File: config.mk
export PLATFORM = sky130hd
export DESIGN_NAME = dlycfg_loader
export DESIGN_NICKNAME = d
export VERILOG_FILES = /design/src/rtl/dlycfg_pkg.sv /design/src/rtl/dlycfg_sync.sv /design/src/rtl/dlycfg_shift.sv /design/src/rtl/dlycfg_latch_fsm.sv /design/src/rtl/dlycfg_loader.sv
export SDC_FILE = /design/constraint.sdc
export NUM_CORES = 1
export LEC_CHECK = 0
export ABC_AREA = 0
export BUFFER_PORTS_ARGS = -buffer_cell sky130_fd_sc_hd__buf_2
export CORE_MARGIN = 1
export CORE_UTILIZATION = 57
export DETAILED_ROUTE_END_ITERATION = 8
export PLACE_DENSITY = 0.91
export SYNTH_ARGS = -nofsm -noshare
export SYNTH_HDL_FRONTEND = slang
export SYNTH_SLANG_ARGS = --single-unit
File: constraint.sdc
create_clock -name clk -period 1.8 [get_ports clk]
set_input_delay 0.36 -clock clk [delete_from_list [all_inputs] [get_ports clk]]
set_output_delay 0.36 -clock clk [all_outputs]
set_load 0.01 [all_outputs]
File: src/rtl/dlycfg_pkg.sv
package dlycfg_pkg;
    localparam int CODE_W   = 9;
    localparam int FRAME_W  = CODE_W + 2;
    localparam int CHAN_BIT = 0;
    localparam int MODE_BIT = 1;
    localparam int CODE_LSB = 2;

    typedef enum logic [0:0] {
        LD_IDLE   = 1'b0,
        LD_FOLLOW = 1'b1
    } ld_state_t;
endpackage

File: src/rtl/dlycfg_sync.sv
module dlycfg_sync #(
    parameter int STAGES = 2
) (
    input  logic clk,
    input  logic rst_n,
    input  logic din,
    output logic level
);
    logic [STAGES-1:0] chain;

    always_ff @(posedge clk or negedge rst_n) begin
        if (!rst_n) chain <= '0;
        else        chain <= {chain[STAGES-2:0], din};
    end

    assign level = chain[STAGES-1];
endmodule

File: src/rtl/dlycfg_shift.sv
module dlycfg_shift #(
    parameter int W = 11
) (
    input  logic         clk,
    input  logic         rst_n,
    input  logic         shift_en,
    input  logic         bit_in,
    output logic [W-1:0] q
);
    // r2_/r3_: the new bit enters at the MSB, so the first bit sent ends in bit 0
    always_ff @(posedge clk or negedge rst_n) begin
        if (!rst_n)        q <= '0;
        else if (shift_en) q <= {bit_in, q[W-1:1]};
    end
endmodule

File: src/rtl/dlycfg_latch_fsm.sv
module dlycfg_latch_fsm
    import dlycfg_pkg::*;
(
    input  logic               clk,
    input  logic               rst_n,
    input  logic               strobe,
    input  logic [FRAME_W-1:0] frame,
    output logic [CODE_W-1:0]  dly0,
    output logic [CODE_W-1:0]  dly1,
    output logic               cascade,
    output logic               follow
);
    ld_state_t state, state_nx;

    always_comb begin
        state_nx = state;
        unique case (state)
            LD_IDLE:   if (strobe)  state_nx = LD_FOLLOW;
            LD_FOLLOW: if (!strobe) state_nx = LD_IDLE;
            default:   state_nx = LD_IDLE;
        endcase
    end

    always_ff @(posedge clk or negedge rst_n) begin
        if (!rst_n) state <= LD_IDLE;
        else        state <= state_nx;
    end

    // r1_ zero defaults; r4_/r5_ steering; r6_ transparency; r8_ mode from every frame
    always_ff @(posedge clk or negedge rst_n) begin
        if (!rst_n) begin
            dly0    <= '0;
            dly1    <= '0;
            cascade <= 1'b0;
        end else if (state == LD_FOLLOW) begin
            cascade <= frame[MODE_BIT];
            if (frame[CHAN_BIT]) dly1 <= frame[CODE_LSB +: CODE_W];
            else                 dly0 <= frame[CODE_LSB +: CODE_W];
        end
    end

    assign follow = (state == LD_FOLLOW);
endmodule

File: src/rtl/dlycfg_loader.sv
module dlycfg_loader
    import dlycfg_pkg::*;
#(
    parameter int SYNC_STAGES = 2
) (
    input  logic              clk,
    input  logic              rst_n,
    input  logic              ser_data,
    input  logic              ser_clk,
    input  logic              ser_load,
    output logic [CODE_W-1:0] dly0,
    output logic [CODE_W-1:0] dly1,
    output logic              cascade
);
    logic               clk_lvl, clk_prev, data_lvl, load_lvl, shift_en, follow;
    logic [FRAME_W-1:0] shreg;

    dlycfg_sync #(.STAGES(SYNC_STAGES)) u_sync_clk (
        .clk(clk), .rst_n(rst_n), .din(ser_clk), .level(clk_lvl));
    dlycfg_sync #(.STAGES(SYNC_STAGES)) u_sync_dat (
        .clk(clk), .rst_n(rst_n), .din(ser_data), .level(data_lvl));
    dlycfg_sync #(.STAGES(SYNC_STAGES)) u_sync_ld (
        .clk(clk), .rst_n(rst_n), .din(ser_load), .level(load_lvl));

    always_ff @(posedge clk or negedge rst_n) begin
        if (!rst_n) clk_prev <= 1'b0;
        else        clk_prev <= clk_lvl;
    end

    assign shift_en = clk_lvl & ~clk_prev;

    dlycfg_shift #(.W(FRAME_W)) u_shift (
        .clk(clk), .rst_n(rst_n), .shift_en(shift_en),
        .bit_in(data_lvl), .q(shreg));

    dlycfg_latch_fsm u_fsm (
        .clk(clk), .rst_n(rst_n), .strobe(load_lvl), .frame(shreg),
        .dly0(dly0), .dly1(dly1), .cascade(cascade), .follow(follow));
endmodule

# --- Word-level counts from Yosys, hierarchy flattened ---
# Cells that the tools add are included.
word_totals:
  ff_bits: 38
  in_bits: 5
  output_inout_bits: 19
  wordCells: 15
classes:
  mux: 1
  bitwise: 3
  n_reduce_logical: 2
op_table:
  columns: ["op", "n"]
  rows:
  - ["$reduce_and A2 Y1", 2]
  - ["$not A1 Y1", 2]
  - ["$and A1 B1 Y1", 1]
  - ["$mux W1", 1]

# --- Longest topological paths before layout ---
# Gate-level depths: netlist (run 1).
logic_depth:
  ltp_word: 2
  depth_mapped: 3
  depth_no_buf: 2

# --- Cells and area by module ---
# A second synthesis (run 1) with hierarchy kept.
unflattened:
  hier_cells: 73
  hier_area_um2: 1416.4
modules_own_cells:
  columns: ["module", "n_inst", "cells_per_inst", "area_per_inst_um2", "seq_area_each_um2"]
  rows:
  - ["dlycfg_latch_fsm", 1, 42, 779.5, 500.5]
  - ["dlycfg_shift", 1, 23, 447.9, 275.3]
  - ["dlycfg_sync", 3, 2, 50.0, 50.0]
  - ["dlycfg_loader", 1, 2, 38.8, 25.0]

# --- Least setup slack after synthesis (run 1) ---
# No wires, ideal clock.
synth_path:
  path_kind: "register -> register"
  from: "reg u_shift.q[0]"
  to: "reg u_fsm.dly0[0]"
  arrival_time_ns: 0.949
  setup_slack_ns: 0.725
  path_stages_with_launch: 4
  path_buffers: 1
  synth_period_minus_slack_ns: 1.075
  path_cell_list: "dfrtp_1 -> nand2b_1 -> buf_6 -> mux2_4"
synth_between:
  elab_chain_len: 2
synth_lines:
  columns: ["element", "line", "rtl"]
  rows:
  - ["from (decl)", "dlycfg_shift.sv:8", "output logic [W-1:0] q"]
  - ["from (signal assigned)", "dlycfg_shift.sv:13", "else if (shift_en) q <= {bit_in, q[W-1:1]};"]
  - ["$not A1 Y1 (no source line)", null, null]
  - ["$reduce_and A2 Y1 (no source line)", null, null]
  - ["to (signal assigned)", "dlycfg_latch_fsm.sv:38", "else dly0 <= frame[CODE_LSB +: CODE_W];"]
  - ["to (decl)", "dlycfg_latch_fsm.sv:8", "output logic [CODE_W-1:0] dly0,"]
# Every way passes these cells.
# A chain may end at the register's enable or synchronous reset.

# --- Final worst setup path (run 1) ---
layout_path:
  from: "reg u_shift.q[0]"
  to: "reg u_fsm.dly0[2]"
# Same word-level chain as after synthesis.

==> results.toml, run 1 <==
[outcome]
status = "finished, final reports clean"

[placement]
dp_cells = 123
globalplace.congestion = 0.662
numPortBuffers = 23
dp_hpwl_um = 1380
dpl_cell_area_mm2 = 0.00151

[worst_setup_path]
crit_path_end_kind = "register"
timing.rr.start = "u_shift.q[0]"
crit_buf_inv = 0
cp_top_family = "flip-flops"
regToRegSetupSlack_ps = 460
crit_slowest_cell = "dfrtp_1"
slowest_delay_ps = 410
cp.required_ps = 2030
r2r_cells = 2
r2r_end = "u_fsm.dly0[2]"
cp_cell_sequence = "nand2b_1 > mux2_4"
arrival_ps = 1570
worstSetupPathType = "reg2reg"
start_kind = "register"
cp_max_fo = 9

[synth]
syn_inst = 73
synth_cell_types = 7
synth_warnings = 0
synth.cell_area_mm2 = 0.00137
avgSynthCellArea_um2 = 18.8
syn_nets = 78
yosysSeqAreaShare = 0.693
synth-seq-cells = 38

[global_route]
grt_max_degree = 39
grt_pass1_wl_um = 3350
grt_antenna_before_repair = 0
grt.total_usage = 0.195
grt_pass1_vias = 700
overflow = 0

[floorplanning]
core_mm2 = 0.00223
io_pins = 24
start_util = 0.614
rows = 17
die_x_um = 51.1
die-area_mm2 = 0.00261
chipHeight_um = 51.1

[layout]
nFillCells = 168
syn_to_final_growth_pct = 14.2
final_cells = 131
nNetsFinal = 107
drive_above_1_share = 0.612
diodes = 0
layout_common_cells = "dfrtp_1 (38), buf_2 (23), mux2_2 (21)"
final_area_mm2 = 0.00157
final_common_cell = "dfrtp_1"

[run]
max-cap-violations = 0

[clock_tree]
ctsLongestPathBuffers = 2
ctsResizeCount = 0
cts_sinks = 38
cts_buffers = 5
worstSkewPairLatency_ps = 340
cts_hold_buf = 0
clk_pin_slew_ps = 100
htreeDepth = 2
post-cts-setup-buffers = 0
cts_tree = "done"
cts_root_buffer = "clkbuf_4"

[routing]
dr.pass1.iters = 2
antenna_left = 0
route.detailed.drc = 0
vias_per_cell = 5.12
drt_iter0_markers = 4
vias = 671
wl_per_cell_um = 15.3
wirelength_um = 2000

[sta]
final_max_slew_viol_count = 0
fin_crit_sh = 0.743
tightest_slew_ps = 589
rsz0062_at_grt = "false"
slew_headroom = 0.607
period_needed_ps = 1340
tns_ps = 0
finClkSkew_ps = 3.84
fmax_mhz = 747
finalSetupViolCount = 0
hold_viol_final = 0

[pwr]
power.density_mw_per_mm2 = 1710
max-vdd-ir-drop_uv = 1070
static-leakage-power_nw = 0.781

[worst_hold_path]
min_path_type = "in2async"
## layer usage
layer,track usage,part of all wire,wire length [µm]
met4,0.153,0.026,52
met3,0.0625,0.055,111
met5,0,0,0
met1,0.241,0.44,872
met2,0.281,0.48,966
## area by class of cell
type	count	area [µm²]	share of cell area
Sequential cell	38	951	0.607
Clock buffer	7	55.1	0.0351
Tap cell	28	35.0	0.0224
Timing Repair Buffer	24	123	0.0783
Multi-Input combinational cell	33	398	0.254
Clock inverter	1	5.00	0.00319
## state kept, by name, summed over array words and instances (netlist names)
| register | count |
|---|---|
| u_shift.q | 11 |
| u_fsm.dly0 | 9 |
| u_fsm.dly1 | 9 |
| u_sync_clk.chain | 2 |
| u_sync_dat.chain | 2 |
| u_sync_ld.chain | 2 |
| clk_prev | 1 |
| u_fsm.cascade | 1 |
| u_fsm.follow | 1 |
## power breakdown
group	leakage [nW]	switching [W]	internal, W
clock	0.0353	0.000255	0.000189
combinational	0.288	0.000336	0.000513
sequential	0.458	0.000205	0.00118
## worst max-delay path by stage
stage	from	to	slack (ps)	depth (start not counted)
3_3_place_gp	u_shift.q[0]	u_fsm.dly0[8]	480	2
5_1_grt	u_shift.q[0]	u_fsm.dly0[8]	380	2
6_report	u_shift.q[0]	u_fsm.dly0[2]	460	2
3_5_place_dp	u_shift.q[0]	u_fsm.dly0[2]	460	2
2_1_floorplan	u_shift.q[0]	u_fsm.dly0[0]	730	3
4_1_cts	u_shift.q[0]	u_fsm.dly0[3]	440	2
## Yosys cell counts
cell / number / area share
dfrtp_1: 38 / 0.69
mux2_2: 21 / 0.17
mux2_4: 9 / 0.099
buf_6: 2 / 0.016
nand2_2: 1 / 0.0046
nand2b_1: 1 / 0.0046
nand2b_4: 1 / 0.010
## per-stage QoR
stage | power [W] | util | setup WS [ps] | hold slack [ps]
floorplan | 0.00194 | - | 725 | 64.4
global placement | 0.00221 | 0.675 | 476 | 333
detailed placement | 0.00227 | 0.675 | 460 | 337
CTS | 0.00272 | 0.701 | 445 | 52.9
global route | 0.00285 | 0.701 | 376 | 78.0
finish | 0.00267 | 0.701 | 462 | 53.1
## cells by family after synthesis
kind of cell | count (synthesis) | synth area share
buffers and inverters | 2 | 0.0164
and+or+nand+nor | 3 | 0.0192
muxes | 30 | 0.271
DFF | 38 | 0.693
Power figures use the tool's default switching activity.
==> run 2: changes to the inputs <==
--- a/config.mk
+++ b/config.mk
@@ -8,9 +8,9 @@
 export ABC_AREA = 0
 export BUFFER_PORTS_ARGS = -buffer_cell sky130_fd_sc_hd__buf_2
 export CORE_MARGIN = 1
-export CORE_UTILIZATION = 57
+export CORE_UTILIZATION = 48
 export DETAILED_ROUTE_END_ITERATION = 8
-export PLACE_DENSITY = 0.91
+export PLACE_DENSITY = 0.83
 export SYNTH_ARGS = -nofsm -noshare
 export SYNTH_HDL_FRONTEND = slang
 export SYNTH_SLANG_ARGS = --single-unit
==> constraint.sdc (replaced) <==
create_clock -name clk -period 1.16 [get_ports clk]
set_input_delay 0.232 -clock clk [delete_from_list [all_inputs] [get_ports clk]]
set_output_delay 0.232 -clock clk [all_outputs]
set_load 0.01 [all_outputs]
==> run 2 against run 1 <==
Final area grew 6.5%. Power grew 63%. Clock skew grew 2.2 ps. Clock-buffer cell count increased by 1. Combinational power increased by 66%.
==> results.toml, run 2 (synthesis gave the netlist of run 1 again) <==
[outcome]
status = "finished, final reports clean"

[sta]
fmax_mhz = 890
tightest_slew_ps = 331
period_needed_ps = 1120
hold-worst-slack_ps = 326
slew_headroom = 0.779
fin_crit_sh = 0.969
rsz0062_at_grt = "true"
final_max_slew_viol_count = 0
hold_viol_final = 0
finClkSkew_ps = 6.01
setup_ws_ps = 36.4
finalSetupViolCount = 0

[worst_setup_path]
r2r_cells = 2
cp_max_fo = 2
cp_top_family = "flip-flops"
arrival_ps = 890
regToRegSetupSlack_ps = 40
worstSetupPathType = "reg2out"
start_kind = "register"
cp.required_ps = 930
crit_path_end_kind = "output pin"
cp_cell_sequence = "buf_2"
crit_slowest_cell = "dfrtp_1"
r2r_end = "u_fsm.dly1[7]"
crit_buf_inv = 1
slowest_delay_ps = 410
crit_start = "u_fsm.dly0[0]"
timing.rr.start = "u_fsm.follow"

[routing]
wirelength_um = 2030
dr.pass1.iters = 4
route.detailed.drc = 0
antenna_left = 0
drt_iter0_markers = 16
wl_per_cell_um = 14.5
vias_per_cell = 4.99
vias = 698

[global_route]
overflow = 0
grt_pass1_wl_um = 3450
grt.total_usage = 0.157
grt_pass1_vias = 709
grt_max_degree = 26
grt_antenna_before_repair = 0

[clock_tree]
cts_sinks = 38
worstSkewPairLatency_ps = 340
ctsLongestPathBuffers = 2
cts_tree = "done"
cts_buffers = 5
htreeDepth = 2
clk_pin_slew_ps = 110
cts_root_buffer = "clkbuf_4"

[floorplanning]
start_util = 0.502
io_pins = 24
chipHeight_um = 55.5
die_x_um = 55.5
die-area_mm2 = 0.00307
core_mm2 = 0.00273
rows = 19

[layout]
final_area_mm2 = 0.00167
drive_above_1_share = 0.615
reg_top3 = "u_shift.q (11), u_fsm.dly0 (9), u_fsm.dly1 (9)"
diodes = 0
layout_common_cells = "dfrtp_1 (38), buf_2 (23), mux2_2 (21)"
largest_register_ffs = 11
nNetsFinal = 113
syn_to_final_growth_pct = 21.7
multi_input_area_um2 = 410
fin_util = 0.611
final_common_cell = "dfrtp_1"
nFillCells = 205
seq_area_um2 = 951
largest-register = "u_shift.q"

[pwr]
p_total_w = 0.00437
static-leakage-power_nw = 0.832
power.density_mw_per_mm2 = 2620
max-vdd-ir-drop_uv = 2020

[placement]
place_worst_setup_slack_ps = -12.1
globalplace.congestion = 0.692
dp_hpwl_um = 1440
numPortBuffers = 23
dpl_cell_area_mm2 = 0.00154

[worst_hold_path]
min_path_type = "in2async"

[run]
max-cap-violations = 0
## run 2: cell types whose count changed in the layout (fill, tap and decap cells not counted), sizes merged
cell and change:
buf +2, clkbuf +1, clkinv -1, dlygate4sd3 +4
## run 2: how the worst max path moves through the flow
stage,end,slack (ps),cells after the start
finish,dly0[0],40,1
global route,dly0[0],-10,1
CTS,u_fsm.dly0[7],-20,3
detailed placement,u_fsm.dly0[7],-10,3
global placement,u_fsm.dly0[8],40,3
floorplan,u_fsm.dly0[0],90,3
## run 2: final cells by class
class	count	share of cell area
multi-input combinational	33	0.246
clock buffer	8	0.0472
tap	31	0.0232
timing repair buffer	30	0.114
sequential	38	0.570
## run 2: stage by stage
step           setup TNS [ps]  cells
2_1_floorplan               0     73
3_3_place_gp                0    127
3_5_place_dp            -19.7    127
4_1_cts                  -107    139
5_1_grt                 -38.1    140
6_report                    0    140
## run 2: where the power goes
part	internal, W	total, W	switching, W
Combinational	0.000865	0.00141	0.000541
Sequential	0.00182	0.00215	0.000321
Clock	0.000414	0.000816	0.000402
Total	0.00310	0.00437	0.00126
## run 2: timing repair
action / 4_1_cts / 5_1_grt
gates resized for setup: 0 / 2
setup buffers: 0 / 2
hold endpoints to repair: 16 / 0
endpoints found under the setup margin: 9 / 22
hold buffers: 4 / 0
## run 2: routing by layer
layer  vias up  global-route usage  wire length [µm]
li1        325                   -                 -
met1       346               0.185               866
met2        21               0.244              1000
met4         0              0.0643                40
met5         -                   0                 0
met3         6              0.0796               120
==> run 3: changes to the inputs <==
--- a/config.mk
+++ b/config.mk
@@ -8,9 +8,10 @@
 export ABC_AREA = 0
 export BUFFER_PORTS_ARGS = -buffer_cell sky130_fd_sc_hd__buf_2
 export CORE_MARGIN = 1
-export CORE_UTILIZATION = 48
+export CORE_UTILIZATION = 51
+export CTS_BUF_LIST = sky130_fd_sc_hd__clkbuf_4
 export DETAILED_ROUTE_END_ITERATION = 8
-export PLACE_DENSITY = 0.83
+export PLACE_DENSITY = 0.87
 export SYNTH_ARGS = -nofsm -noshare
 export SYNTH_HDL_FRONTEND = slang
 export SYNTH_SLANG_ARGS = --single-unit
==> run 3 against run 2 <==
Critical path depth rose by 2. Fmax fell by 2.5%. Register-to-register slack got worse by 30 ps. Die area fell by 5.7%. Worst hold slack improved by 30 ps. Via count fell by 2.3%. Clock skew rose by 9.2 ps. Clock power fell by 22%. Sequential power barely moved. Largest power group unchanged.
==> results.toml, run 3 (synthesis gave the netlist of run 1 again) <==
[worst_setup_path]
cp_max_fo = 3
arrival_ps = 1360
crit_path_end_kind = "register"
start_kind = "register"
cp.required_ps = 1370
worstSetupPathType = "reg2reg"

[sta]
tns_ps = 0
fin_crit_sh = 0.994
finalSetupViolCount = 0
slew_headroom = 0.831
fmax_mhz = 867
finClkSkew_ps = 15.2
tightest_slew_ps = 253
rsz0062_at_grt = "true"
hold_viol_final = 0
period_needed_ps = 1150
final_max_slew_viol_count = 0

[pwr]
p_sw_w = 0.00119
max-vdd-ir-drop_uv = 1480
static-leakage-power_nw = 0.810
p_clk_frac = 0.154
p_seq_frac = 0.515
internal_power_w = 0.00294
power.density_mw_per_mm2 = 2530
switching_share = 0.289
combPwrFrac = 0.331

[global_route]
gr-usage-met2 = 0.263
grt.total_usage = 0.166
grt_use_met3 = 0.0593
grt_pass1_wl_um = 3130
overflow = 0
grt_use_met1 = 0.194
grt_max_degree = 39
gr-max-usage-layer = "met2"
grt_pass1_vias = 723
grt_antenna_before_repair = 0

[placement]
dpl_cell_area_mm2 = 0.00154
numPortBuffers = 23
dp_hpwl_um = 1300
globalplace.congestion = 0.656

[routing]
vias = 682
drt_iter0_markers = 1
wirelength_um = 1890
wl_per_cell_um = 13.7
vias_per_cell = 4.94
dr.pass1.iters = 3
antenna_left = 0
route.detailed.drc = 0

[layout]
largest_register_ffs = 11
reg_top3 = "u_shift.q (11), u_fsm.dly0 (9), u_fsm.dly1 (9)"
drive_above_1_share = 0.602
final_area_mm2 = 0.00163
largest-register = "u_shift.q"
final_common_cell = "dfrtp_1"
nNetsFinal = 113
layout_common_cells = "dfrtp_1 (38), buf_2 (23), mux2_2 (21)"
diodes = 0
syn_to_final_growth_pct = 19.1

[clock_tree]
clk_pin_slew_ps = 90
ctsLongestPathBuffers = 2
htreeDepth = 2
cts_sinks = 38
cts_tree = "done"
worstSkewPairLatency_ps = 330
cts_buffers = 5
cts_root_buffer = "clkbuf_4"

[floorplanning]
chipHeight_um = 53.9
start_util = 0.549
die_x_um = 53.9
io_pins = 24
core_mm2 = 0.00250
die-area_mm2 = 0.00290
rows = 18

[worst_hold_path]
min_path_type = "reg2reg"

[run]
max-cap-violations = 0

[outcome]
status = "finished, final reports clean"
==> run 3: cell types whose count changed in the layout (fill, tap and decap cells not counted) <==
cell      before  now
buf_4          2    1
buf_6          0    1
clkbuf_4       5    7
clkbuf_8       3    0
nand2_2        0    1
nand2_4        1    0
nand2b_1       0    1
nand2b_4       2    1
==> run 3: final cells by class <==
class / instances / area [µm²]
Clock buffer: 7 / 52.6
Timing Repair Buffer: 30 / 194
Fill cell: 164 / 867
Multi-Input combinational cell: 33 / 398
Sequential cell: 38 / 951
Tap cell: 30 / 37.5
==> run 3: metal layers <==
layer,part of all wire,routed length (µm)
met4,0.0095,18
met2,0.52,976
met3,0.050,95
met5,0,0
met1,0.42,803
==> run 3: critical path, stage by stage, from the launching register on <==
cell and delay (ps):
dfrtp_1 400, nand2b_1 180, buf_4 170, mux2_4 300
==> run 3: metrics by stage <==
stage / power (W) / std cells / hold WS [ps] / utilization / setup WS, ps
2_1_floorplan: 0.00302 / 73 / -63.6 / - / 85.4
3_3_place_gp: 0.00346 / 127 / 205 / 0.615 / 48.6
3_5_place_dp: 0.00354 / 127 / 211 / 0.615 / 24.7
4_1_cts: 0.00419 / 138 / 360 / 0.652 / 17.3
5_1_grt: 0.00443 / 138 / 373 / 0.653 / -21.9
6_report: 0.00413 / 138 / 356 / 0.653 / 7.23
==> run 3: final timing paths <==
path | startpoint | to | slack, ps | depth (start not counted)
max in group asynchronous | rst_n | u_shift.q[1] | 580 | 3
min | u_sync_dat.chain[0] | u_sync_dat.chain[1] | 360 | 0
max | u_shift.q[0] | u_fsm.dly0[8] | 7 | 3
min reg2reg | u_sync_dat.chain[0] | u_sync_dat.chain[1] | 360 | 0
min in group asynchronous | rst_n | u_fsm.dly1[3] | 380 | 3
max reg2reg | u_shift.q[0] | u_fsm.dly0[8] | 7 | 3
==> run 3: power groups by stage <==
stage	sequential [W]	combinational, W	clock [W]
after CTS	0.00214	0.00138	0.000667
after detailed placement	0.00217	0.00137	0
after floorplan	0.00227	0.000750	0
after global routing	0.00222	0.00148	0.000732
final	0.00213	0.00136	0.000637
after global placement	0.00214	0.00132	0
==> run 3: timing repair <==
| item | CTS | global route |
|---|---|---|
| hold endpoints to repair | 41 | 0 |
| resized for setup | 0 | 1 |
| buffers inserted | 0 | 0 |
| setup endpoints to repair | 0 | 9 |
| hold buffers | 4 | 0 |
